### config.mk
export PLATFORM = sky130hd
export DESIGN_NAME = can_txq_ctrl
export DESIGN_NICKNAME = d
export VERILOG_FILES = /design/src/rtl/can_txq_pkg.sv /design/src/rtl/can_txq_fifo_ctl.sv /design/src/rtl/can_txq_arbiter.sv /design/src/rtl/can_txq_sched.sv /design/src/rtl/can_txq_ctrl.sv
export SDC_FILE = /design/constraint.sdc
export NUM_CORES = 1
export LEC_CHECK = 0
export CELL_PAD_IN_SITES_DETAIL_PLACEMENT = 0
export CELL_PAD_IN_SITES_GLOBAL_PLACEMENT = 2
export CORE_MARGIN = 8
export CORE_UTILIZATION = 26
export DETAILED_ROUTE_END_ITERATION = 8
export DONT_BUFFER_PORTS = 1
export GPL_TIMING_DRIVEN = 0
export PLACE_DENSITY_LB_ADDON = 0.1
export SYNTH_ARGS = -nofsm -noshare
export SYNTH_HDL_FRONTEND = slang
export SYNTH_SLANG_ARGS = --single-unit
### constraint.sdc
create_clock -name clk -period 25.6 [get_ports clk]
set_input_delay 7.68 -clock clk [delete_from_list [all_inputs] [get_ports clk]]
set_output_delay 7.68 -clock clk [all_outputs]
set_load 0.01 [all_outputs]
### src/rtl/can_txq_pkg.sv
package can_txq_pkg;
  localparam int PRIO_W = 2;
  localparam int CTL_W  = 8;
  localparam int B_REQ  = PRIO_W;
  localparam int B_AUTO = PRIO_W + 1;
  localparam int B_DIR  = PRIO_W + 2;
  localparam int B_ABT  = PRIO_W + 3;
  localparam int B_ARB  = PRIO_W + 4;
  localparam int B_ERR  = PRIO_W + 5;

  typedef logic [PRIO_W-1:0] prio_t;

  typedef struct packed {
    logic ok;
    logic last;
    logic arb;
    logic err;
  } eng_ev_t;
endpackage

### src/rtl/can_txq_fifo_ctl.sv
module can_txq_fifo_ctl
  import can_txq_pkg::*;
(
  input  logic             clk,
  input  logic             rst,
  input  logic             cfg_ok,
  input  logic             wr_hit,
  input  logic             rd_hit,
  input  logic [CTL_W-1:0] wdata,
  input  logic             clr,
  input  logic             remote_rx,
  input  logic             not_empty,
  input  logic             is_active,
  input  eng_ev_t          ev,
  output logic [CTL_W-1:0] ctl,
  output logic             elig,
  output prio_t            prio
);
  logic  dir_q, req_q, auto_q, abt_q, arb_q, err_q, pend_q;
  prio_t prio_q;

  always_ff @(posedge clk) begin
    if (rst) begin
      dir_q  <= 1'b0;
      req_q  <= 1'b0;
      auto_q <= 1'b0;
      abt_q  <= 1'b0;
      arb_q  <= 1'b0;
      err_q  <= 1'b0;
      pend_q <= 1'b0;
      prio_q <= '0;
    end else begin
      if (rd_hit) begin
        arb_q <= 1'b0;
        err_q <= 1'b0;
      end
      if (remote_rx && auto_q && dir_q) req_q <= 1'b1;
      if (wr_hit) begin
        prio_q <= wdata[PRIO_W-1:0];
        auto_q <= wdata[B_AUTO];
        if (cfg_ok) dir_q <= wdata[B_DIR];
        if (dir_q) begin
          if (wdata[B_REQ] && !req_q) begin
            req_q <= 1'b1;
          end else if (!wdata[B_REQ] && req_q) begin
            if (is_active) begin
              pend_q <= 1'b1;
            end else begin
              req_q <= 1'b0;
              abt_q <= 1'b1;
            end
          end
        end
      end
      if (is_active) begin
        if (ev.ok) begin
          abt_q  <= 1'b0;
          pend_q <= 1'b0;
          if (ev.last || pend_q) req_q <= 1'b0;
        end else if (ev.arb || ev.err) begin
          if (ev.arb) arb_q <= 1'b1;
          if (ev.err) err_q <= 1'b1;
          if (pend_q) begin
            req_q  <= 1'b0;
            abt_q  <= 1'b1;
            pend_q <= 1'b0;
          end
        end
      end
      if (clr) begin
        req_q  <= 1'b0;
        abt_q  <= 1'b0;
        arb_q  <= 1'b0;
        err_q  <= 1'b0;
        pend_q <= 1'b0;
      end
    end
  end

  always_comb begin
    ctl                = '0;
    ctl[PRIO_W-1:0]    = prio_q;
    ctl[B_REQ]         = req_q;
    ctl[B_AUTO]        = auto_q;
    ctl[B_DIR]         = dir_q;
    ctl[B_ABT]         = abt_q;
    ctl[B_ARB]         = arb_q;
    ctl[B_ERR]         = err_q;
  end

  assign elig = dir_q && req_q && not_empty && !pend_q;
  assign prio = prio_q;

  // direction is frozen outside configuration mode
  a_r2_dir_locked: assert property (@(posedge clk) disable iff (rst)
    !cfg_ok |=> $stable(dir_q));

  // a receive FIFO never raises its request
  a_r3_rx_no_req: assert property (@(posedge clk) disable iff (rst)
    !dir_q |=> !$rose(req_q));

  // a read clears lost-arbitration unless an event sets it anew
  a_r9_read_clears: assert property (@(posedge clk) disable iff (rst)
    (rd_hit && !(is_active && ev.arb)) |=> !arb_q);

  // a FIFO reset leaves request and aborted low
  a_r12_clr: assert property (@(posedge clk) disable iff (rst)
    clr |=> (!req_q && !abt_q && !err_q));
endmodule

### src/rtl/can_txq_arbiter.sv
module can_txq_arbiter
  import can_txq_pkg::*;
#(
  parameter int NUM_FIFO = 16,
  parameter int IDX_W    = 4
) (
  input  logic [NUM_FIFO-1:0] elig,
  input  prio_t [NUM_FIFO-1:0] prio,
  output logic                any_elig,
  output logic [IDX_W-1:0]    pick
);
  prio_t best_p;

  always_comb begin
    any_elig = 1'b0;
    pick     = '0;
    best_p   = '0;
    for (int i = 0; i < NUM_FIFO; i++) begin
      if (elig[i] && (!any_elig || prio[i] > best_p)) begin
        any_elig = 1'b1;
        pick     = IDX_W'(i);
        best_p   = prio[i];
      end
    end
  end
endmodule

### src/rtl/can_txq_sched.sv
module can_txq_sched #(
  parameter int IDX_W = 4
) (
  input  logic             clk,
  input  logic             rst,
  input  logic             any_elig,
  input  logic [IDX_W-1:0] pick,
  input  logic             frame_end,
  output logic             busy,
  output logic [IDX_W-1:0] cur_idx
);
  always_ff @(posedge clk) begin
    if (rst) begin
      busy    <= 1'b0;
      cur_idx <= '0;
    end else if (busy) begin
      if (frame_end) busy <= 1'b0;
    end else if (any_elig) begin
      busy    <= 1'b1;
      cur_idx <= pick;
    end
  end

  // selection held until a frame ends
  a_r6_hold: assert property (@(posedge clk) disable iff (rst)
    (busy && !frame_end) |=> (busy && $stable(cur_idx)));

  // a frame end releases the selection
  a_r6_release: assert property (@(posedge clk) disable iff (rst)
    (busy && frame_end) |=> !busy);
endmodule

### src/rtl/can_txq_ctrl.sv
module can_txq_ctrl
  import can_txq_pkg::*;
#(
  parameter int              NUM_FIFO = 16,
  parameter int              MODE_W   = 3,
  parameter logic [MODE_W-1:0] CFG_MODE = 3'b100
) (
  input  logic                                      clk,
  input  logic                                      rst,
  input  logic [MODE_W-1:0]                         op_mode,
  input  logic [((NUM_FIFO>1)?$clog2(NUM_FIFO):1)-1:0] reg_sel,
  input  logic                                      reg_wr,
  input  logic                                      reg_rd,
  input  logic [CTL_W-1:0]                          reg_wdata,
  output logic [CTL_W-1:0]                          reg_rdata,
  input  logic [NUM_FIFO-1:0]                       fifo_clr,
  input  logic [NUM_FIFO-1:0]                       fifo_not_empty,
  input  logic [NUM_FIFO-1:0]                       remote_rx,
  input  logic                                      ev_ok,
  input  logic                                      ev_last,
  input  logic                                      ev_arb_lost,
  input  logic                                      ev_bus_err,
  output logic                                      tx_valid,
  output logic [((NUM_FIFO>1)?$clog2(NUM_FIFO):1)-1:0] tx_idx
);
  localparam int IDX_W = (NUM_FIFO > 1) ? $clog2(NUM_FIFO) : 1;

  logic                 cfg_ok;
  logic                 busy;
  logic [IDX_W-1:0]     cur_idx;
  logic                 frame_end;
  eng_ev_t              ev_g;
  logic [NUM_FIFO-1:0]  elig;
  prio_t [NUM_FIFO-1:0] prio;
  logic [CTL_W-1:0]     ctl [NUM_FIFO];
  logic                 any_elig;
  logic [IDX_W-1:0]     pick;

  assign cfg_ok    = (op_mode == CFG_MODE);
  assign ev_g      = '{ok: ev_ok, last: ev_last, arb: ev_arb_lost, err: ev_bus_err};
  assign frame_end = ev_ok || ev_arb_lost || ev_bus_err;

  for (genvar i = 0; i < NUM_FIFO; i++) begin : g_fifo
    logic act;
    assign act = busy && (cur_idx == IDX_W'(i));
    can_txq_fifo_ctl u_ctl (
      .clk       (clk),
      .rst       (rst),
      .cfg_ok    (cfg_ok),
      .wr_hit    (reg_wr && (reg_sel == IDX_W'(i))),
      .rd_hit    (reg_rd && (reg_sel == IDX_W'(i))),
      .wdata     (reg_wdata),
      .clr       (fifo_clr[i]),
      .remote_rx (remote_rx[i]),
      .not_empty (fifo_not_empty[i]),
      .is_active (act),
      .ev        (ev_g),
      .ctl       (ctl[i]),
      .elig      (elig[i]),
      .prio      (prio[i])
    );
  end

  can_txq_arbiter #(.NUM_FIFO(NUM_FIFO), .IDX_W(IDX_W)) u_arb (
    .elig     (elig),
    .prio     (prio),
    .any_elig (any_elig),
    .pick     (pick)
  );

  can_txq_sched #(.IDX_W(IDX_W)) u_sched (
    .clk       (clk),
    .rst       (rst),
    .any_elig  (any_elig),
    .pick      (pick),
    .frame_end (frame_end),
    .busy      (busy),
    .cur_idx   (cur_idx)
  );

  always_ff @(posedge clk) begin
    if (rst) reg_rdata <= '0;
    else if (reg_rd) reg_rdata <= ctl[reg_sel];
  end

  assign tx_valid = busy;
  assign tx_idx   = cur_idx;

  // a selection only starts from an idle state
  a_r5_start_idle: assert property (@(posedge clk) disable iff (rst)
    $rose(tx_valid) |-> $past(any_elig));
endmodule

; Word-level counts from Yosys, hierarchy flattened
; Index checks and enable logic that the tools add are counted.
[word_totals]
reg_bits = 157
elab_cells = 1148
[op_classes]
n_bitwise = 2
n_reduce_logical = 292
eq_ne = 31
muxes = 676
magnitude_cmp = 16
[ops]
columns = cell, count
row1 = 2-to-1 mux 1 bit, 644
row2 = logical AND 1 bit, 175
row3 = "equality test 4 bit, second input constant", 16
row4 = zero test 1 bit, 48
row5 = logical OR 1 bit, 34
row6 = 2-to-1 mux 2 bit, 17
row7 = AND reduction 2 bit, 17
row8 = binary-select mux 8 bit (select 4 bit), 1
row9 = "equality test 4 x 3 -> 1 bit, second input constant", 8
row10 = 2-to-1 mux 4 bit, 8
row11 = OR reduction 2 bit, 16
row12 = greater-than comparator 2 bit, 15
row13 = "equality test 4 x 2 -> 1 bit, second input constant", 4
row14 = 2-to-1 mux 8 bit, 2
row15 = 2-to-1 mux 3 bit, 4
row16 = "equality test 4 x 1 -> 1 bit, second input constant", 2
row17 = zero test 4 bit, 2
row18 = "greater-or-equal comparator 5 bit, second input constant", 1
row19 = inverter 4 -> 5 bit, 1
row20 = "equality test 3 bit, second input constant", 1
row21 = inverter 1 bit, 1

; Logic depth before layout (Yosys ltp)
; Gate-level depths: netlist (run 1).
[depth]
ltp_word = 66
ltp_mapped = 97
ltp_nobuf = 97

; Cells and area by module
; A second synthesis (run 1) with hierarchy kept.
[hier_totals]
cells_unflattened = 1300
hier_area_um2 = 11343.4
[by_module_without_submodules]
columns = mod, area_per_inst_um2, instances, cells_each
row1 = can_txq_fifo_ctl, 496.7, 16, 54
row2 = can_txq_ctrl, 1690.4, 1, 194
row3 = can_txq_arbiter, 1490.2, 1, 222
row4 = can_txq_sched, 215.2, 1, 20

; Worst setup path before layout (run 1)
; No wires, ideal clock.
[synth_timing]
path_type = input port to flip-flop
from = input port fifo_not_empty[0]
to = register u_sched.cur_idx[3]
slack_ns = 0.641
required_time_ns = 25.476
path_buffers = 0
setup_ns = 0.124
t_arrival_ns = 24.834
stages = 93
cell_sequence = and4b_4 > nand2_2 > ha_1 > nor2b_1 > o21ai_1 > o21ba_4 > nor2_1 > ha_1 > nor2b_1 > o21ai_0 > a21oi_2 > o31ai_1 > inv_1 > ha_1 > nand2_1 > o21ai_0 > a21oi_1 > o21ai_0 > [... 57 more ...] > maj3_2 > a21o_1 > mux2i_1 > ha_1 > nor2b_1 > o21ai_0 > a21oi_1 > inv_1 > o21a_1 > a22oi_1 > ha_1 > inv_1 > a21oi_1 > a211oi_1 > or3_1 > nor2_1 > and3_1 > a21oi_1
[synth_between]
elab_chain_cells = 64
[synth_rtl]
columns = item, line_no
row1 = start: declaration, can_txq_ctrl.sv:17  ; input logic [NUM_FIFO-1:0] fifo_not_empty,
row2 = logical AND 1 bit * (2 in a row), can_txq_fifo_ctl.sv:91  ; assign elig = dir_q && req_q && not_empty && !pend_q;
row3 = 2-to-1 mux 2 bit / 2-to-1 mux 1 bit (equally long branches), can_txq_arbiter.sv:19  ; if (elig[i] && (!any_elig || prio[i] > best_p)) begin
row4 = greater-than comparator 2 bit / zero test 1 bit (equally long branches), can_txq_arbiter.sv:19
row5 = logical OR 1 bit, can_txq_arbiter.sv:19
row6 = logical AND 1 bit, can_txq_arbiter.sv:19
row7 = 2-to-1 mux 2 bit / 2-to-1 mux 1 bit (equally long branches), can_txq_arbiter.sv:19
row8 = greater-than comparator 2 bit / zero test 1 bit (equally long branches), can_txq_arbiter.sv:19
row9 = logical OR 1 bit, can_txq_arbiter.sv:19
row10 = [... 47 more ...], n/a
row11 = logical OR 1 bit, can_txq_arbiter.sv:19
row12 = logical AND 1 bit, can_txq_arbiter.sv:19
row13 = 2-to-1 mux 2 bit / 2-to-1 mux 1 bit (equally long branches), can_txq_arbiter.sv:19
row14 = greater-than comparator 2 bit / zero test 1 bit (equally long branches), can_txq_arbiter.sv:19
row15 = logical OR 1 bit, can_txq_arbiter.sv:19
row16 = logical AND 1 bit, can_txq_arbiter.sv:19
row17 = 2-to-1 mux 1 bit, can_txq_arbiter.sv:19
row18 = AND reduction 2 bit (no source line), n/a
row19 = end signal: assignment, can_txq_sched.sv:20  ; cur_idx <= pick;
row20 = end: declaration, can_txq_sched.sv:10  ; output logic [IDX_W-1:0] cur_idx
; Every way passes the cells marked *; elsewhere a longest branch is shown, timed or not.
; A chain may end at the register's enable or synchronous reset.

; Final worst setup path (run 1)
; Same ends and word-level chain as after synthesis.

==> results of run 1 <==
## flip-flops by register name, summed over array words and instances (netlist names), 8 cells and up
signal / count
g_fifo.u_ctl.prio: 32
g_fifo.u_ctl.abt_q: 16
g_fifo.u_ctl.arb_q: 16
g_fifo.u_ctl.auto_q: 16
g_fifo.u_ctl.dir_q: 16
g_fifo.u_ctl.err_q: 16
g_fifo.u_ctl.pend_q: 16
g_fifo.u_ctl.req_q: 16
reg_rdata: 8
## cells in the mapped netlist, drive strengths merged, types with 9 or more instances
library cell | instances | share of area (%)
a2111oi | 17 | 1.6
a21o | 9 | 0.71
a21oi | 121 | 6.5
a22oi | 34 | 2.7
a311oi | 15 | 1.4
a41oi | 12 | 1.1
buf | 9 | 0.35
clkbuf | 56 | 2.2
dfxtp | 157 | 33
ha | 22 | 2.9
inv | 28 | 1.1
mux2i | 31 | 3.2
mux4 | 40 | 9.4
nand2 | 178 | 7.0
nand3 | 31 | 1.6
nand4b | 26 | 2.6
nor2 | 116 | 4.6
nor2b | 16 | 1.0
nor3 | 57 | 3.0
nor4 | 17 | 1.1
o21a | 18 | 1.4
o21ai | 28 | 1.5
or2 | 9 | 0.59
## worst min-delay path by stage
stage / from / endpoint / slack (ns) / cells after the start
4_1_cts: g_fifo[14].u_ctl.prio[0] / g_fifo[14].u_ctl.prio[0] / 0.48 / 2
2_1_floorplan: g_fifo[0].u_ctl.prio[0] / g_fifo[0].u_ctl.prio[0] / 0.44 / 2
5_1_grt: g_fifo[0].u_ctl.prio[0] / g_fifo[0].u_ctl.prio[0] / 0.51 / 2
6_report: g_fifo[0].u_ctl.prio[0] / g_fifo[0].u_ctl.prio[0] / 0.48 / 2
3_3_place_gp: g_fifo[13].u_ctl.prio[0] / g_fifo[13].u_ctl.prio[0] / 0.47 / 2
3_5_place_dp: g_fifo[14].u_ctl.prio[0] / g_fifo[14].u_ctl.prio[0] / 0.48 / 2
## where the power goes
part | switching [mW] | leakage (nW) | internal, mW
sequential | 0.00129 | 1.26 | 0.245
combinational | 0.0281 | 2.10 | 0.00931
clock | 0.122 | 0.294 | 0.152
total | 0.151 | 3.66 | 0.406
## final cells by class
class | count | area, um2
Antenna cell | 2 | 5.00
Buffer | 65 | 245
Clock buffer | 19 | 453
Clock inverter | 13 | 155
Fill cell | 3883 | 25300
Inverter | 28 | 105
Multi-Input combinational cell | 899 | 6300
Sequential cell | 157 | 3140
Tap cell | 468 | 586
Timing Repair Buffer | 23 | 170
## repair_timing
item                       in CTS  in global routing
setup endpoints to repair       4                  4
pin swaps                       5                 23
buffers inserted                6                 16
gates resized for setup        14                 37
## layer usage
metal / vias to the layer above / GRT usage, % / wire length, um
met4: 0 / 6.00 / 1140
met5: - / 0 / 0
met3: 48 / 3.71 / 2050
met1: 4373 / 24.9 / 19200
li1: 4397 / - / -
met2: 238 / 33.0 / 20700
## cells by family after synthesis
kind of cell | share of synthesized area [%]
buffers and inverters | 3.65
adder cells (fa/ha/maj) | 3.31
AO/OA/AOI/OAI | 21.7
AND/OR/NAND/NOR | 25.6
flip-flops | 32.9
multiplexers | 12.9
## stage by stage
stage	total power, mW	setup TNS (ns)	utilization [%]	setup slack, ns
2_1_floorplan	0.273	0	-	0.641
3_3_place_gp	0.290	-6.73	27.9	-1.79
3_5_place_dp	0.290	-6.74	27.9	-1.79
4_1_cts	0.566	0	29.8	0.00197
5_1_grt	0.577	-0.220	30.6	-0.100
6_report	0.557	0	30.6	0.997
## layout by cell type, fill, tap and decap left out, types with 18 or more instances in the layout
cell / Yosys / layout
ha_1: 22 / 21
mux2i_1: 31 / 29
a22oi_1: 34 / 34
mux4_2: 40 / 40
inv_1: 28 / 28
dfxtp_1: 157 / 157
nand4b_1: 24 / 24
o21ai_0: 27 / 19
a21oi_1: 118 / 116
nand3_1: 31 / 31
nand2_1: 176 / 176
nor2_1: 116 / 111
clkbuf_1: 56 / 56
o21a_1: 18 / 18
nor3_1: 57 / 57
buf_4: 0 / 22
## critical path, delay by kind of cell
| kind | cells | cell delay, ns |
|---|---|---|
| buf+inv | 3 | 0.50 |
| compound gates | 35 | 6.16 |
| simple gates | 34 | 4.92 |
| mux | 3 | 0.86 |
| fa+ha+maj | 17 | 4.77 |
==> flow_summary.ini, run 1 <==
[status]
outcome = finished, final reports clean

[clock_network]
cts-root-buf = clkbuf_16
clkTransAtPathRegs_ns = 0.07
cts-hold-fix-buffers = 0
cts_tree = built
clk_latency_ns = 0.45
clock-sinks = 157
ctsLongestPathBuffers = 2
cts.htree.levels = 4
numCtsBuffers = 17

[timing]
slew_violations = 0
setup_viol = 0
finalClockSkew_ns = 0.0136
period_share_pct = 96.1
finalHoldViolCount = 0
fmax_ghz = 0.0406
worst_pin_slew_ns = 1.21
fin_hold_ws_ns = 0.478
min_period_ns = 24.60
maxSlewHeadroom_pct = 19.1

[logic_synthesis]
ys_seq_elements = 157
yosysWarningCount = 0
synth_edf_count = 0
synth_async_sr_flop_share_pct = 0
syn_nets = 1242
ys.flop_type = dfxtp_1
netlist_instances = 1149
yosysUniqueCellTypes = 69
synth_area_um2 = 9560
syn_avg_cell_area_um2 = 8.32
synth-seq-area-share_pct = 32.9

[critical_path]
crit_path_max_fanout = 8
startpoint_type = primary input
crit_type = primary input to register
r2r-end = u_sched.cur_idx[3]
arrival_ns = 24.94
r2r_slack_ns = 7.69
r2r-start = g_fifo[0].u_ctl.req_q
crit_start = fifo_not_empty[0]
crit_top_cell = ha_1
worstPathRequired_ns = 25.93
r2r_cells = 92
cp-end-kind = register
slowest_stage = mux2_2
endpoint = u_sched.cur_idx[3]
critPathMaxStageDelay_ns = 0.37

[cells_and_area]
area_delta_synth_final_pct = 16.7
nNetsFinal = 1284
drive_gt1_share_pct = 13.8
stdcell_count = 1674
design_area_um2 = 11200

[grt]
grt_overflow_total = 0
antenna_found_initial = 3
grtUsageTotal_pct = 19.5
grt_pass1_vias = 8800
grt_pass1_wl_mm = 62.2
grt_max_degree = 17

[die]
die_w_um = 208
core.rowCount = 70
core_um2 = 36400
die_h_um = 208
dieArea_um2 = 43200
num_io_pins = 84
start_util_pct = 26.3

[place]
postPlaceCellArea_um2 = 10200
hpwl_mm = 34.1
portBuffers = 0
routabilityCongestion = 0.843
dp_cells = 1617

[routing]
num_vias = 9056
firstDrtPassIters = 5
ant_nets = 0
wirelength_mm = 43.0
remaining_drc_errors = 0
post_drt_wl_per_cell_um = 25.7
initialDrtViolationCount = 510
routed_via_density = 5.41

[run]
drv_cap = 0

[power]
peakVddDrop_mv = 0.0437
power.leakage_nw = 3.66
power.density_nw_per_um2 = 49.9

[worst_hold_path]
min_path_type = register to register
Note: power is estimated with default switching activity, not from simulation.
==> inputs of run 2 (changes only) <==
- CORE_UTILIZATION: 26 -> 27
- SLEW_MARGIN: not set -> 20
==> run 2 against run 1 <==
Critical path depth shrank 2. Global-route usage rose by 0.81 points. First-iteration DRC count increased by 21%. Sequential share of layout area rose by 0.14 points. Combinational power hardly changed. Power decreased by 2.9%. Maximum frequency down 0.48%. Clock skew shrank 0.0027 ns. Critical path type unchanged. Critical endpoint unchanged.
==> flow_summary.ini, run 2 (synthesis results as in run 1) <==
[status]
outcome = finished, final reports clean

[power]
power.density_nw_per_um2 = 48.7
p_sw_mw = 0.144
swShare_pct = 26.6
internal_power_mw = 0.397
pwr-share-comb_pct = 6.9
peakVddDrop_mv = 0.0474
p_clk_share_pct = 47.5
seq_power_share_pct = 45.5
power.leakage_nw = 3.61

[critical_path]
startpoint_type = primary input
crit_top_cell = ha_1
slowest_stage = mux2_2
r2r_cells = 90
critPathMaxStageDelay_ns = 0.37
arrival_ns = 25.05
crit_type = primary input to register
crit_path_max_fanout = 7
worstPathRequired_ns = 25.93
cp-end-kind = register

[timing]
finalHoldViolCount = 0
period_share_pct = 96.6
worst_pin_slew_ns = 1.13
setup_viol = 0
min_period_ns = 24.72
maxSlewHeadroom_pct = 24.7
slew_violations = 0
finalClockSkew_ns = 0.0109
fmax_ghz = 0.0404

[routing]
routed_via_density = 5.48
firstDrtPassIters = 5
ant_nets = 0
post_drt_wl_per_cell_um = 25.7
initialDrtViolationCount = 615
num_vias = 9113
wirelength_mm = 42.7
remaining_drc_errors = 0

[clock_network]
clk_latency_ns = 0.45
cts-root-buf = clkbuf_16
clock-sinks = 157
cts_tree = built
cts.htree.levels = 4
clkTransAtPathRegs_ns = 0.06
ctsLongestPathBuffers = 2
numCtsBuffers = 17

[cells_and_area]
final_cell_mix = 176 x nand2_1, 157 x dfxtp_1, 116 x a21oi_1
drive_gt1_share_pct = 13.5
stdcell_count = 1662
n_antenna_cell = 0
fill_cells = 3747
final_common_cell = nand2_1
area_delta_synth_final_pct = 16.1
nNetsFinal = 1282
design_area_um2 = 11100
largest_reg_flops = 32

[grt]
grt_use_met1_pct = 26.2
grt_max_degree = 17
grtUsageTotal_pct = 20.3
grt_use_met3_pct = 3.09
grt_overflow_total = 0
grt_pass1_wl_mm = 61.8
grt_pass1_vias = 8928
use_met2_pct = 34.0
grt_most_used_layer = met2
antenna_found_initial = 3

[place]
postPlaceCellArea_um2 = 10100
hpwl_mm = 33.9
dp_cells = 1610
routabilityCongestion = 0.829
portBuffers = 0

[die]
dieArea_um2 = 41700
num_io_pins = 84
die_h_um = 204
start_util_pct = 27.2
core_um2 = 35200
core.rowCount = 69
die_w_um = 204

[worst_hold_path]
hold_depth = 2
min_path_type = register to register

[run]
drv_cap = 0
==> run 2: path summary, 6_finish.rpt <==
check	slack [ns]	endpoint	from
min	0.48	g_fifo[0].u_ctl.prio[0]	g_fifo[0].u_ctl.prio[0]
max	0.88	u_sched.cur_idx[3]	fifo_not_empty[0]
min reg2reg	0.48	g_fifo[0].u_ctl.prio[0]	g_fifo[0].u_ctl.prio[0]
max reg2reg	7.56	u_sched.cur_idx[3]	g_fifo[0].u_ctl.req_q
==> run 2: through the flow <==
| step | power (mW) | utilization (%) | setup TNS [ns] | hold WS, ns | setup slack, ns |
|---|---|---|---|---|---|
| finish | 0.541 | 31.5 | 0 | 0.478 | 0.877 |
| detailed placement | 0.290 | 28.8 | -6.04 | 0.476 | -1.61 |
| CTS | 0.547 | 30.5 | 0 | 0.486 | 0.00979 |
| global placement | 0.290 | 28.8 | -6.70 | 0.466 | -1.78 |
| global route | 0.560 | 31.5 | -0.135 | 0.508 | -0.0716 |
| floorplan | 0.273 | - | 0 | 0.442 | 0.641 |
==> run 2: power by group through the flow <==
stage,registers [mW],logic [mW],clock network [mW]
2_1_floorplan,0.252,0.0219,0
3_3_place_gp,0.252,0.0375,0
3_5_place_dp,0.252,0.0375,0
4_1_cts,0.246,0.0377,0.263
5_1_grt,0.247,0.0400,0.273
6_report,0.246,0.0375,0.257
==> run 2: critical path: cells and delay by family <==
kind | cells | cell delay (ns)
mux | 4 | 1.21
compound gates | 35 | 6.18
fa+ha+maj | 17 | 4.63
buf+inv | 2 | 0.32
simple gates | 32 | 4.99
==> run 2: what timing repair did <==
| item | 4_1_cts | 5_1_grt |
|---|---|---|
| endpoints found under the setup margin | 4 | 4 |
| resized for setup | 11 | 38 |
| setup buffers | 3 | 18 |
| pin swaps | 2 | 19 |
| hold buffers | 0 | 0 |
==> run 2: layout make-up <==
cell class | instances | area, um2 | area share (%)
timing repair buffer | 21 | 158 | 1.42
buffer | 65 | 246 | 2.22
sequential | 157 | 3140 | 28.3
multi-input combinational | 899 | 6320 | 56.9
tap | 461 | 577 | 5.19
clock buffer | 20 | 437 | 3.93
clock inverter | 11 | 121 | 1.09
inverter | 28 | 105 | 0.946
==> run 2: per-layer routing <==
layer / share of wire (%) / wire length (um)
met5: 0 / 0
met3: 4.8 / 2040
met1: 45 / 19000
met4: 2.9 / 1240
met2: 48 / 20400
